===== config.mk =====
export PLATFORM = sky130hd
export DESIGN_NAME = tone_noise_gen
export DESIGN_NICKNAME = d
export VERILOG_FILES = /design/src/rtl/tone_noise_pkg.sv /design/src/rtl/tone_noise_ctrl.sv /design/src/rtl/tone_noise_datapath.sv /design/src/rtl/tone_noise_gen.sv
export SDC_FILE = /design/constraint.sdc
export NUM_CORES = 1
export LEC_CHECK = 0
export ABC_AREA = 1
export BUFFER_PORTS_ARGS = -buffer_cell sky130_fd_sc_hd__buf_2
export CAP_MARGIN = 20
export CELL_PAD_IN_SITES_DETAIL_PLACEMENT = 0
export CELL_PAD_IN_SITES_GLOBAL_PLACEMENT = 1
export CORE_MARGIN = 5
export CORE_UTILIZATION = 51
export DETAILED_ROUTE_END_ITERATION = 12
export GPL_TIMING_DRIVEN = 0
export PLACE_DENSITY = 0.9
export SKIP_CTS_REPAIR_TIMING = 1
export SLEW_MARGIN = 20
export SYNTH_ARGS = -nofsm -noshare
export SYNTH_HDL_FRONTEND = slang
export SYNTH_SLANG_ARGS = --single-unit

===== constraint.sdc =====
create_clock -name clk -period 7.6 [get_ports clk]
set_input_delay 0.76 -clock clk [delete_from_list [all_inputs] [get_ports clk]]
set_output_delay 0.76 -clock clk [all_outputs]
set_load 0.01 [all_outputs]

===== src/rtl/tone_noise_pkg.sv =====
package tone_noise_pkg;
  parameter int NCH      = 3;
  parameter int PER_W    = 12;
  parameter int RATE_W   = 5;
  parameter int LVL_W    = 4;
  parameter int VOL_W    = 2;
  parameter int LFSR_W   = 17;
  parameter int LFSR_TAP = 13;
  parameter int PRESCALE = 32;
  parameter int ADDR_W   = 4;
  parameter int DATA_W   = 8;
  parameter int ENV_BIT  = 4;

  localparam int OUT_W     = LVL_W + 1;
  localparam int PRE_W     = $clog2(PRESCALE);
  localparam int RATE_ADDR = 2 * NCH;
  localparam int CTL_ADDR  = 2 * NCH + 1;
  localparam int VOL_BASE  = 2 * NCH + 2;
  localparam int RIGHT_CH  = 0;
  localparam int LEFT_CH   = 1;
  localparam int BOTH_CH   = 2;

  typedef struct packed {
    logic tick;
    logic noiseStep;
  } sndStrobe_t;

  typedef struct packed {
    logic [NCH-1:0][PER_W-1:0] period;
    logic [RATE_W-1:0]         noiseRate;
    logic [2*NCH-1:0]          modeBits;
    logic [NCH-1:0]            envSel;
    logic [NCH-1:0][VOL_W-1:0] volume;
  } sndRegs_t;

  typedef enum logic [1:0] {
    MODE_GATED  = 2'b00,
    MODE_NOISE  = 2'b01,
    MODE_SQUARE = 2'b10,
    MODE_HIGH   = 2'b11
  } chMode_t;
endpackage


===== src/rtl/tone_noise_ctrl.sv =====
module tone_noise_ctrl
  import tone_noise_pkg::*;
(
  input  logic              clk,
  input  logic              rstN,
  input  logic              wrEn,
  input  logic [ADDR_W-1:0] wrAddr,
  input  logic [DATA_W-1:0] wrData,
  output sndRegs_t          regs,
  output sndStrobe_t        strb
);
  logic [PRE_W-1:0]  preCnt;
  logic [RATE_W-1:0] noiseCnt;
  logic              tickNow;
  logic              stepNow;

  assign tickNow = (preCnt == PRE_W'(PRESCALE - 1));
  assign stepNow = tickNow && (noiseCnt >= regs.noiseRate);
  assign strb.tick      = tickNow;
  assign strb.noiseStep = stepNow;

  always_ff @(posedge clk or negedge rstN) begin
    if (!rstN) begin
      preCnt   <= '0;
      noiseCnt <= '0;
    end else begin
      preCnt <= preCnt + PRE_W'(1);
      if (tickNow) begin
        if (stepNow) noiseCnt <= '0;
        else         noiseCnt <= noiseCnt + RATE_W'(1);
      end
    end
  end

  always_ff @(posedge clk or negedge rstN) begin
    if (!rstN) begin
      regs <= '0;
    end else if (wrEn) begin
      for (int c = 0; c < NCH; c++) begin
        if (wrAddr == ADDR_W'(2 * c))
          regs.period[c][DATA_W-1:0] <= wrData;
        if (wrAddr == ADDR_W'(2 * c + 1))
          regs.period[c][PER_W-1:DATA_W] <= wrData[PER_W-DATA_W-1:0];
        if (wrAddr == ADDR_W'(VOL_BASE + c)) begin
          regs.envSel[c] <= wrData[ENV_BIT];
          regs.volume[c] <= wrData[VOL_W-1:0];
        end
      end
      if (wrAddr == ADDR_W'(RATE_ADDR)) regs.noiseRate <= wrData[RATE_W-1:0];
      if (wrAddr == ADDR_W'(CTL_ADDR))  regs.modeBits  <= wrData[2*NCH-1:0];
    end
  end
endmodule


===== src/rtl/tone_noise_datapath.sv =====
module tone_noise_datapath
  import tone_noise_pkg::*;
(
  input  logic              clk,
  input  logic              rstN,
  input  sndRegs_t          regs,
  input  sndStrobe_t        strb,
  input  logic [LVL_W-1:0]  envLevel,
  output logic [LFSR_W-1:0] lfsrState,
  output logic [OUT_W-1:0]  rightOut,
  output logic [OUT_W-1:0]  leftOut
);
  logic                       noiseBit;
  logic [NCH-1:0][LVL_W-1:0]  contrib;

  always_ff @(posedge clk or negedge rstN) begin
    if (!rstN)               lfsrState <= LFSR_W'(1);
    else if (strb.noiseStep) lfsrState <= {lfsrState[LFSR_W-2:0],
                                           lfsrState[LFSR_W-1] ^ lfsrState[LFSR_TAP]};
  end
  assign noiseBit = ~lfsrState[LFSR_W-1];

  for (genvar c = 0; c < NCH; c++) begin : g_ch
    logic [PER_W-1:0] cnt;
    logic             sq;
    logic             sqWave;
    logic             wave;
    logic             silent;
    logic [LVL_W-1:0] level;
    chMode_t          mode;

    always_ff @(posedge clk or negedge rstN) begin
      if (!rstN) begin
        cnt <= '0;
        sq  <= 1'b0;
      end else if (strb.tick) begin
        if (regs.period[c] < PER_W'(2)) begin
          cnt <= '0;
        end else if (cnt >= regs.period[c] - PER_W'(1)) begin
          cnt <= '0;
          sq  <= ~sq;
        end else begin
          cnt <= cnt + PER_W'(1);
        end
      end
    end

    assign silent = (regs.period[c] == '0);
    assign sqWave = (regs.period[c] == PER_W'(1)) ? 1'b1 : sq;
    assign mode   = chMode_t'({regs.modeBits[NCH + c], regs.modeBits[c]});

    always_comb begin
      unique case (mode)
        MODE_HIGH:   wave = 1'b1;
        MODE_SQUARE: wave = sqWave;
        MODE_NOISE:  wave = noiseBit;
        default:     wave = noiseBit & sqWave;
      endcase
    end

    assign level      = regs.envSel[c] ? envLevel : LVL_W'(regs.volume[c]);
    assign contrib[c] = (!silent && wave) ? level : '0;
  end

  assign rightOut = OUT_W'(contrib[RIGHT_CH]) + OUT_W'(contrib[BOTH_CH]);
  assign leftOut  = OUT_W'(contrib[LEFT_CH])  + OUT_W'(contrib[BOTH_CH]);
endmodule


===== src/rtl/tone_noise_gen.sv =====
module tone_noise_gen
  import tone_noise_pkg::*;
(
  input  logic              clk,
  input  logic              rstN,
  input  logic              wrEn,
  input  logic [ADDR_W-1:0] wrAddr,
  input  logic [DATA_W-1:0] wrData,
  input  logic [LVL_W-1:0]  envLevel,
  output logic [OUT_W-1:0]  rightOut,
  output logic [OUT_W-1:0]  leftOut
);
  sndRegs_t          regs;
  sndStrobe_t        strb;
  logic [LFSR_W-1:0] lfsrState;

  tone_noise_ctrl ctrlI (
    .clk(clk), .rstN(rstN), .wrEn(wrEn), .wrAddr(wrAddr),
    .wrData(wrData), .regs(regs), .strb(strb)
  );

  tone_noise_datapath dpI (
    .clk(clk), .rstN(rstN), .regs(regs), .strb(strb),
    .envLevel(envLevel), .lfsrState(lfsrState),
    .rightOut(rightOut), .leftOut(leftOut)
  );
endmodule


==> impl_metrics.json, run 1 <==
{
  "tightestPinTransition_ps": 720,
  "fin_skew_ps": 7.69,
  "hold_path_class": "in -> async",
  "path_common_cell": "inv_1",
  "place_area_um2": 7950,
  "start_kind": "flip-flop",
  "slew_violations": 0,
  "rsz0062_at_grt": "false",
  "synth_nets": 1022,
  "diodes": 0,
  "vias": 6000,
  "area_growth_pct": 13.0,
  "fp.dieW_um": 132,
  "setup_tns_ps": 0,
  "clockRootBuffer": "clkbuf_16",
  "avgSynthCellArea_um2": 8.02,
  "grt_overflow": 0,
  "dp.cells": 1153,
  "status": "finished clean",
  "setup_viol": 0,
  "core_area_um2": 14500,
  "drt-initial-drc-count": 354,
  "cts.sinks": 122,
  "start_util_pct": 51.9,
  "via_per_inst": 5.06,
  "yosys_warnings": 0,
  "timing.final.crit_share_pct": 46.4,
  "io_pins": 29,
  "gp_congestion": 0.832,
  "design_area_um2": 8520,
  "cts_tree": "built",
  "grt_pass1_vias": 5727,
  "netlist_instances": 940,
  "drtAntennaViolNets": 0,
  "grt_start_max_net_pins": 77,
  "ys_seq_elements": 122,
  "path_max_fanout": 4,
  "rows": 44,
  "grt_first_pass_wirelength_um": 27600,
  "relSlewSlack_pct": 52.0,
  "path_cells": "inv_1 -> ha_1 -> nand2_1 -> nor2_1 -> a21oi_2 -> nand2_4 -> a21oi_1 -> inv_1 -> fa_1 -> xnor2_1 -> buf_2",
  "ir_worst_vdd_mv": 0.198,
  "yosysSeqAreaShare_pct": 40.5,
  "syn_area_um2": 7540,
  "path_class": "reg -> out",
  "drt-pass1-iter-count": 5,
  "drc": 0,
  "clock_latency_ps": 430,
  "io_buffers": 28,
  "synth_cell_types": 41,
  "critPathSlowestCell": "fa_1",
  "die_h_um": 132,
  "reg2regPathDepth": 15,
  "whs_ps": 377,
  "dp_hpwl_um": 11900,
  "cts_max_path_buffers": 2,
  "crit_path_max_incr_delay_ps": 460,
  "power_uw": 2040,
  "crit_required_ps": 6840,
  "fmax_mhz": 283,
  "period_minus_slack_ps": 3530,
  "powerDensity_nw_per_um2": 239,
  "layout-drive-gt1-share_pct": 10.7,
  "grt_usage_pct": 19.3,
  "clk_pin_slew_ps": 60,
  "fin_cells": 1185,
  "nets": 1070,
  "wl_per_cell_um": 13.6,
  "htreeDepth": 4,
  "crit_path_end_kind": "output pin",
  "cp.arrival_ps": 2770,
  "antenna_found_initial": 0,
  "cts_inserted_buffers": 17,
  "die-area_um2": 17300,
  "cap_violations": 0,
  "leakagePower_uw": 0.00434,
  "final-hold-violation-count": 0,
  "wl_um": 16100
}
## cell usage in the layout, fill, tap and decap left out, types with 5 or more instances in the layout
cell,n
nand2_2,6
xor2_1,33
nand2_1,252
clkbuf_1,12
inv_1,110
ha_1,61
nand3b_1,6
nand3_1,55
a21oi_1,26
nor3_1,7
buf_2,32
xnor2_1,23
nor2_2,8
nand2_4,5
o21ai_0,81
dfrtp_1,121
clkbuf_16,17
o22ai_1,10
nand4_1,13
nor2_1,65
## area by class of cell
class / instances / area, µm²
repair buffers: 29 / 174
clock inverters: 14 / 146
inverters: 112 / 420
flip-flops and latches: 122 / 3050
plain buffers: 17 / 73.8
well taps: 184 / 230
fillers: 1340 / 6010
clock buffers: 18 / 429
multi-input cells: 689 / 4000
## cell usage after synthesis
library cell	count	area [µm²]
a21boi_0	1	7.51
a21oi_2	4	35.0
xnor2_1	23	201
fa_1	2	40.0
nor3_2	4	40.0
nor3_1	7	35.0
or2_2	2	12.5
nand3_2	2	20.0
o21ai_1	3	15.0
o21bai_1	2	15.0
nand3b_1	6	45.0
mux2i_1	2	20.0
o21a_1	1	7.51
nor2_1	65	244
o22ai_1	10	62.6
a211oi_1	1	7.51
dfrtp_1	121	3030
nand3_1	55	275
a21oi_1	26	130
nor2_2	8	50.1
nor2_8	2	40.0
inv_1	110	413
nand2_2	6	37.5
xor2_1	33	289
and3_1	1	6.26
buf_4	1	7.51
dfstp_2	1	26.3
clkbuf_1	11	41.3
buf_2	5	25.0
inv_2	2	7.51
nor2_4	3	33.8
nand4_1	13	81.3
nand2_1	252	946
o211a_1	1	10.0
o21bai_4	1	18.8
nor2b_1	1	6.26
ha_1	61	763
o21ai_0	81	405
nor3b_2	1	12.5
nand2_4	5	56.3
nor4_1	4	25.0
## path summary, 6_finish.rpt
kind	from	end	slack, ps
worst max-delay path	ctrlI.regs[32]$_DFFE_PN0P_	leftOut[2]	4070
worst min-delay path	rstN	dpI.g_ch[0].cnt[5]$_DFFE_PN0P_	380
worst max register to register	ctrlI.regs[33]$_DFFE_PN0P_	dpI.g_ch[1].cnt[2]$_DFFE_PN0P_	4740
worst min register to register	ctrlI.preCnt[0]$_DFF_PN0_	ctrlI.preCnt[0]$_DFF_PN0_	450
max in group asynchronous	rstN	ctrlI.regs[16]$_DFFE_PN0P_	6550
min in group clk	ctrlI.preCnt[0]$_DFF_PN0_	ctrlI.preCnt[0]$_DFF_PN0_	450
## flip-flops by register name (all words and copies together), names as in the netlist
signal and count:
dpI.lfsrState 17, dpI.g_ch.cnt 36, ctrlI.noiseCnt 5, ctrlI.preCnt 5
ctrlI.regs 56, dpI.g_ch.sq 3
## report_power, final
| group | switching [µW] | internal [µW] |
|---|---|---|
| combinational | 279 | 182 |
| sequential | 69.9 | 715 |
| clock | 313 | 483 |
| total | 662 | 1380 |
## metal layers
layer,share of wire [%],track usage (%),routed length (µm),vias to the layer above
met4,0.89,3.94,143,0
li1,-,-,-,3146
met1,49,26.2,7900,2754
met2,46,31.3,7450,84
met5,0,0,0,-
met3,3.7,4.97,593,16
## cell families after synthesis
family	Yosys count	synth area share (%)
AOI/OAI and AO/OA	131	9.47
and+or+nand+nor	437	26.1
xor gates and xnor gates	56	6.50
DFF	122	40.5
muxes	2	0.265
buffers and inverters	129	6.55
adders and majority gates	63	10.6
## stage by stage
step | utilization, % | worst slack (ps)
3_3_place_gp | 54.5 | 4160
5_1_grt | 58.6 | 3810
3_5_place_dp | 54.7 | 4490
4_1_cts | 58.6 | 4040
6_report | 58.6 | 4070
2_1_floorplan | - | 4750
## worst max-delay path, delay by kind of cell (launching register included)
family	cells	cell delay, ps
adders and majority gates	2	700
DFF	1	400
buffers and inverters	3	330
AOI/OAI and AO/OA	2	470
xor gates and xnor gates	1	160
and+or+nand+nor	3	260
(Power assumes the default switching activity.)
==> run 2: changes to the inputs <==
Settings changed: CORE_UTILIZATION 51 to 47, PLACE_DENSITY 0.9 to 0.84.
Clock period 7.6 ns to 3.6 ns, I/O delays scaled along.
==> impl_metrics.json, run 2 (synthesis results as in run 1) <==
{
  "ir_worst_vdd_mv": 0.375,
  "largest_reg_flops": 56,
  "timing.rr.end": "dpI.g_ch[1].cnt[4]$_DFFE_PN0P_",
  "fin_skew_ps": 6.35,
  "dp_hpwl_um": 12000,
  "layout_commonest_cell": "nand2_1",
  "cap_violations": 0,
  "rows": 46,
  "grt_first_pass_wirelength_um": 28100,
  "path_cells": "inv_1 -> ha_1 -> nand2_1 -> nor2_1 -> a21oi_2 -> nand2_4 -> a21oi_1 -> ha_1 -> inv_1 -> fa_1 -> xnor2_1 -> buf_2",
  "timing.final.crit_share_pct": 88.7,
  "relSlewSlack_pct": 55.2,
  "status": "finished clean",
  "path_max_fanout": 4,
  "fin_cells": 1218,
  "drt-initial-drc-count": 322,
  "reg_top3": "ctrlI.regs x56, dpI.g_ch.cnt x36, dpI.lfsrState x17",
  "die-area_um2": 18700,
  "hold_path_class": "in -> reg",
  "fin_ws_ps": 408,
  "start_kind": "flip-flop",
  "clk_pin_slew_ps": 50,
  "final-hold-violation-count": 0,
  "antenna_found_initial": 0,
  "io_pins": 29,
  "slew_violations": 0,
  "drtAntennaViolNets": 0,
  "powerDensity_nw_per_um2": 511,
  "grt_start_max_net_pins": 67,
  "drc": 0,
  "reg2regPathDepth": 15,
  "regMostFlops": "ctrlI.regs",
  "fp.dieW_um": 137,
  "vias": 6024,
  "hold-path-cell-count": 3,
  "fillCellCount": 1526,
  "rsz0062_at_grt": "false",
  "area_growth_pct": 14.3,
  "diodes": 0,
  "period_minus_slack_ps": 3190,
  "setup_viol": 0,
  "grt_pass1_vias": 5818,
  "htreeDepth": 4,
  "cp.arrival_ps": 2830,
  "layout-drive-gt1-share_pct": 10.4,
  "fmax_mhz": 313,
  "crit_required_ps": 3240,
  "multiInputGateArea_um2": 4000,
  "clockRootBuffer": "clkbuf_16",
  "cts.sinks": 122,
  "critPathSlowestCell": "dfrtp_1",
  "drt-pass1-iter-count": 5,
  "io_buffers": 28,
  "holdPathEnd": "ctrlI.regs[21]$_DFFE_PN0P_",
  "grt_usage_pct": 18.9,
  "wl_um": 16200,
  "start_util_pct": 47.7,
  "crit_path_max_incr_delay_ps": 420,
  "cts_max_path_buffers": 2,
  "power_uw": 4400,
  "clock_latency_ps": 420,
  "tightestPinTransition_ps": 673,
  "worstHoldStart": "wrData[1]",
  "nets": 1071,
  "wl_per_cell_um": 13.3,
  "crit_path_end_kind": "output pin",
  "final_cell_mix": "nand2_1 (252), dfrtp_1 (121), inv_1 (110), o21ai_0 (81), nor2_1 (65)",
  "dp_slack_ps": 741,
  "r2r_slack_ps": 730,
  "dp.cells": 1185,
  "die_h_um": 137,
  "cts_inserted_buffers": 17,
  "grt_overflow": 0,
  "via_per_inst": 4.95,
  "rr_startpoint": "ctrlI.regs[32]$_DFFE_PN0P_",
  "cts_tree": "built",
  "seqCellArea_um2": 3050,
  "gp_congestion": 0.828,
  "leakagePower_uw": 0.00437,
  "core_area_um2": 15800,
  "setup_tns_ps": 0,
  "path_class": "reg -> out"
}
## run 2: final cells by class
cell class	instances	area share, %
Multi-Input combinational cell	689	46.3
Clock inverter	6	1.28
Inverter	112	4.88
Clock buffer	26	5.91
Tap cell	216	3.13
Buffer	17	0.856
Sequential cell	122	35.4
Timing Repair Buffer	30	2.18
## run 2: power by group
| part | switching [µW] | leakage (µW) | total, µW | internal, µW |
|---|---|---|---|---|
| registers | 148 | 0.00160 | 1660 | 1510 |
| logic | 591 | 0.00247 | 976 | 385 |
| clock network | 591 | 0.000297 | 1770 | 1180 |
| total | 1330 | 0.00437 | 4400 | 3070 |
## run 2: worst max-delay path by stage
stage	from	endpoint	slack, ps	depth (start not counted)
after CTS	ctrlI.regs[32]$_DFFE_PN0P_	leftOut[2]	380	12
after global placement	rstN	dpI.g_ch[1].cnt[9]$_DFFE_PN0P_	520	1
after floorplan	ctrlI.regs[32]$_DFFE_PN0P_	leftOut[2]	1150	11
after global routing	ctrlI.regs[32]$_DFFE_PN0P_	leftOut[2]	160	12
after detailed placement	ctrlI.regs[44]$_DFFE_PN0P_	dpI.g_ch[2].cnt[9]$_DFFE_PN0P_	740	16
final	ctrlI.regs[32]$_DFFE_PN0P_	leftOut[2]	410	12
## run 2: per-stage QoR
step / hold slack [ps] / instance area (µm²) / utilization, %
after floorplan: 64.4 / 7540 / -
after CTS: -144 / 8610 / 54.4
final: 229 / 8620 / 54.5
after detailed placement: 307 / 7990 / 50.5
after global placement: 443 / 7950 / 50.3
after global routing: 219 / 8620 / 54.5
## run 2: layer usage
metal | share of wire [%] | wire [µm] | GRT usage (%) | vias up
met2 | 46 | 7440 | 29.7 | 82
met5 | 0 | 0 | 0 | -
li1 | - | - | - | 3156
met3 | 3.1 | 509 | 4.19 | 9
met1 | 50 | 8150 | 26.3 | 2777
met4 | 0.72 | 116 | 5.54 | 0
## run 2: critical path: cells and delay by family, from the launching register on
| family | cells | cell delay, ps |
|---|---|---|
| AOI/OAI and AO/OA | 2 | 410 |
| xor gates and xnor gates | 1 | 170 |
| adders and majority gates | 3 | 830 |
| buffers and inverters | 3 | 320 |
| DFF | 1 | 420 |
| and+or+nand+nor | 3 | 270 |
==> run 3: changes to the inputs <==
Settings changed: HOLD_SLACK_MARGIN set to 0.06, PLACE_DENSITY 0.84 to not set, PLACE_DENSITY_LB_ADDON set to 0.3.
==> impl_metrics.json, run 3 (synthesis results as in run 1) <==
{
  "regMostFlops": "ctrlI.regs",
  "vias": 6045,
  "io_pins": 29,
  "dp_hpwl_um": 12100,
  "cts_inserted_buffers": 17,
  "grt_pass1_vias": 5817,
  "setup_tns_ps": 0,
  "core_area_um2": 15800,
  "clk_pin_slew_ps": 60,
  "via_per_inst": 4.96,
  "io_buffers": 28,
  "period_minus_slack_ps": 3160,
  "drtAntennaViolNets": 0,
  "status": "finished clean",
  "start_util_pct": 47.7,
  "cts.sinks": 122,
  "setup_viol": 0,
  "place_area_um2": 7990,
  "cp.arrival_ps": 2800,
  "slew_violations": 0,
  "power.net_switching_uw": 1330,
  "rsz0062_at_grt": "false",
  "path_class": "reg -> out",
  "relSlewSlack_pct": 55.7,
  "p_int_uw": 3010,
  "grt_start_max_net_pins": 68,
  "layout-drive-gt1-share_pct": 10.3,
  "crit_required_ps": 3240,
  "cts_max_path_buffers": 2,
  "cts_tree": "built",
  "antenna_found_initial": 0,
  "rows": 46,
  "multiInputGateArea_um2": 4000,
  "r2r_slack_ps": 700,
  "nets": 1071,
  "hold_path_class": "in -> reg",
  "htreeDepth": 4,
  "diodes": 0,
  "grt_first_pass_wirelength_um": 28300,
  "cap_violations": 0,
  "power.share.switching_pct": 30.7,
  "reg_top3": "ctrlI.regs x56, dpI.g_ch.cnt x36, dpI.lfsrState x17",
  "share_comb_of_total_power_pct": 22.3,
  "start_kind": "flip-flop",
  "leakagePower_uw": 0.00437,
  "fillCellCount": 1506,
  "pwr-share-seq_pct": 38.1,
  "dp_slack_ps": 707,
  "crit_path_end_kind": "output pin",
  "clockRootBuffer": "clkbuf_16",
  "clock_latency_ps": 410,
  "grt_overflow": 0,
  "wl_per_cell_um": 13.3,
  "ir_worst_vdd_mv": 0.384,
  "seqCellArea_um2": 3050,
  "timing.final.crit_share_pct": 87.7,
  "drt-pass1-iter-count": 5,
  "fin_ws_ps": 444,
  "fmax_mhz": 317,
  "layout_commonest_cell": "nand2_1",
  "die-area_um2": 18700,
  "power_uw": 4350,
  "tightestPinTransition_ps": 664,
  "final-hold-violation-count": 0,
  "fin_skew_ps": 10.1,
  "die_h_um": 137,
  "drt-initial-drc-count": 336,
  "drc": 0,
  "wl_um": 16200,
  "gp_congestion": 0.807,
  "grt_usage_pct": 19.0,
  "fp.dieW_um": 137,
  "largest_reg_flops": 56,
  "area_growth_pct": 13.9,
  "powerDensity_nw_per_um2": 506,
  "clock_power_share_pct": 39.5,
  "path_max_fanout": 4,
  "final_cell_mix": "nand2_1 (252), dfrtp_1 (121), inv_1 (110), o21ai_0 (81), nor2_1 (65)",
  "postLayoutCoreUtil_pct": 54.3,
  "design_area_um2": 8590
}
[run 3: changes by cell type in the layout (fill, tap and decap cells not counted), sizes merged]
cell / before / now
clkbuf: 37 / 35
clkinv: 1 / 5
clkinvlp: 2 / 0
[run 3: area by class of cell]
class                           instances  share of cell area, %
Buffer                                 17                  0.859
Clock buffer                           24                   5.49
Clock inverter                          8                   1.38
Inverter                              112                   4.89
Multi-Input combinational cell        689                   46.5
Sequential cell                       122                   35.5
Tap cell                              216                   3.15
Timing Repair Buffer                   30                   2.18
[run 3: power groups by stage]
stage	sequential (µW)	clock, µW	combinational, µW
2_1_floorplan	1640	0	763
3_3_place_gp	1680	0	959
3_5_place_dp	1680	0	979
4_1_cts	1660	1750	986
5_1_grt	1680	1820	1150
6_report	1660	1720	972
[run 3: final timing paths]
path / start / end / cells past startpoint
max: ctrlI.regs[32]$_DFFE_PN0P_ / leftOut[2] / 12
min: wrData[0] / ctrlI.regs[20]$_DFFE_PN0P_ / 3
max reg2reg: ctrlI.regs[34]$_DFFE_PN0P_ / dpI.g_ch[1].cnt[2]$_DFFE_PN0P_ / 14
min reg2reg: ctrlI.preCnt[0]$_DFF_PN0_ / ctrlI.preCnt[0]$_DFF_PN0_ / 1
max in group asynchronous: rstN / dpI.lfsrState[0]$_DFFE_PN1P_ / 3
min in group asynchronous: rstN / ctrlI.preCnt[2]$_DFF_PN0_ / 2
[run 3: per-layer routing]
| layer | wire [µm] | vias to the layer above | share of wire, % | track usage [%] |
|---|---|---|---|---|
| met5 | 0 | - | 0 | 0 |
| met4 | 189 | 0 | 1.2 | 4.82 |
| met3 | 727 | 17 | 4.5 | 3.79 |
| met2 | 7350 | 105 | 45 | 30.1 |
| met1 | 7900 | 2770 | 49 | 26.7 |
| li1 | - | 3153 | - | - |
[run 3: through the flow]
stage               instances  hold WS, ps
detailed placement       1185          312
global placement         1184          447
global route             1218          241
floorplan                 940         64.4
finish                   1218          232
CTS                      1217         -132
[run 3: worst max-delay path: stages, from the launching register on]
cell     delay (ps)
dfrtp_1         410
inv_1           110
ha_1            260
nand2_1          80
nor2_1           70
a21oi_2         260
nand2_4         120
a21oi_1         150
ha_1            180
inv_1            60
fa_1            390
xnor2_1         150
buf_2           140
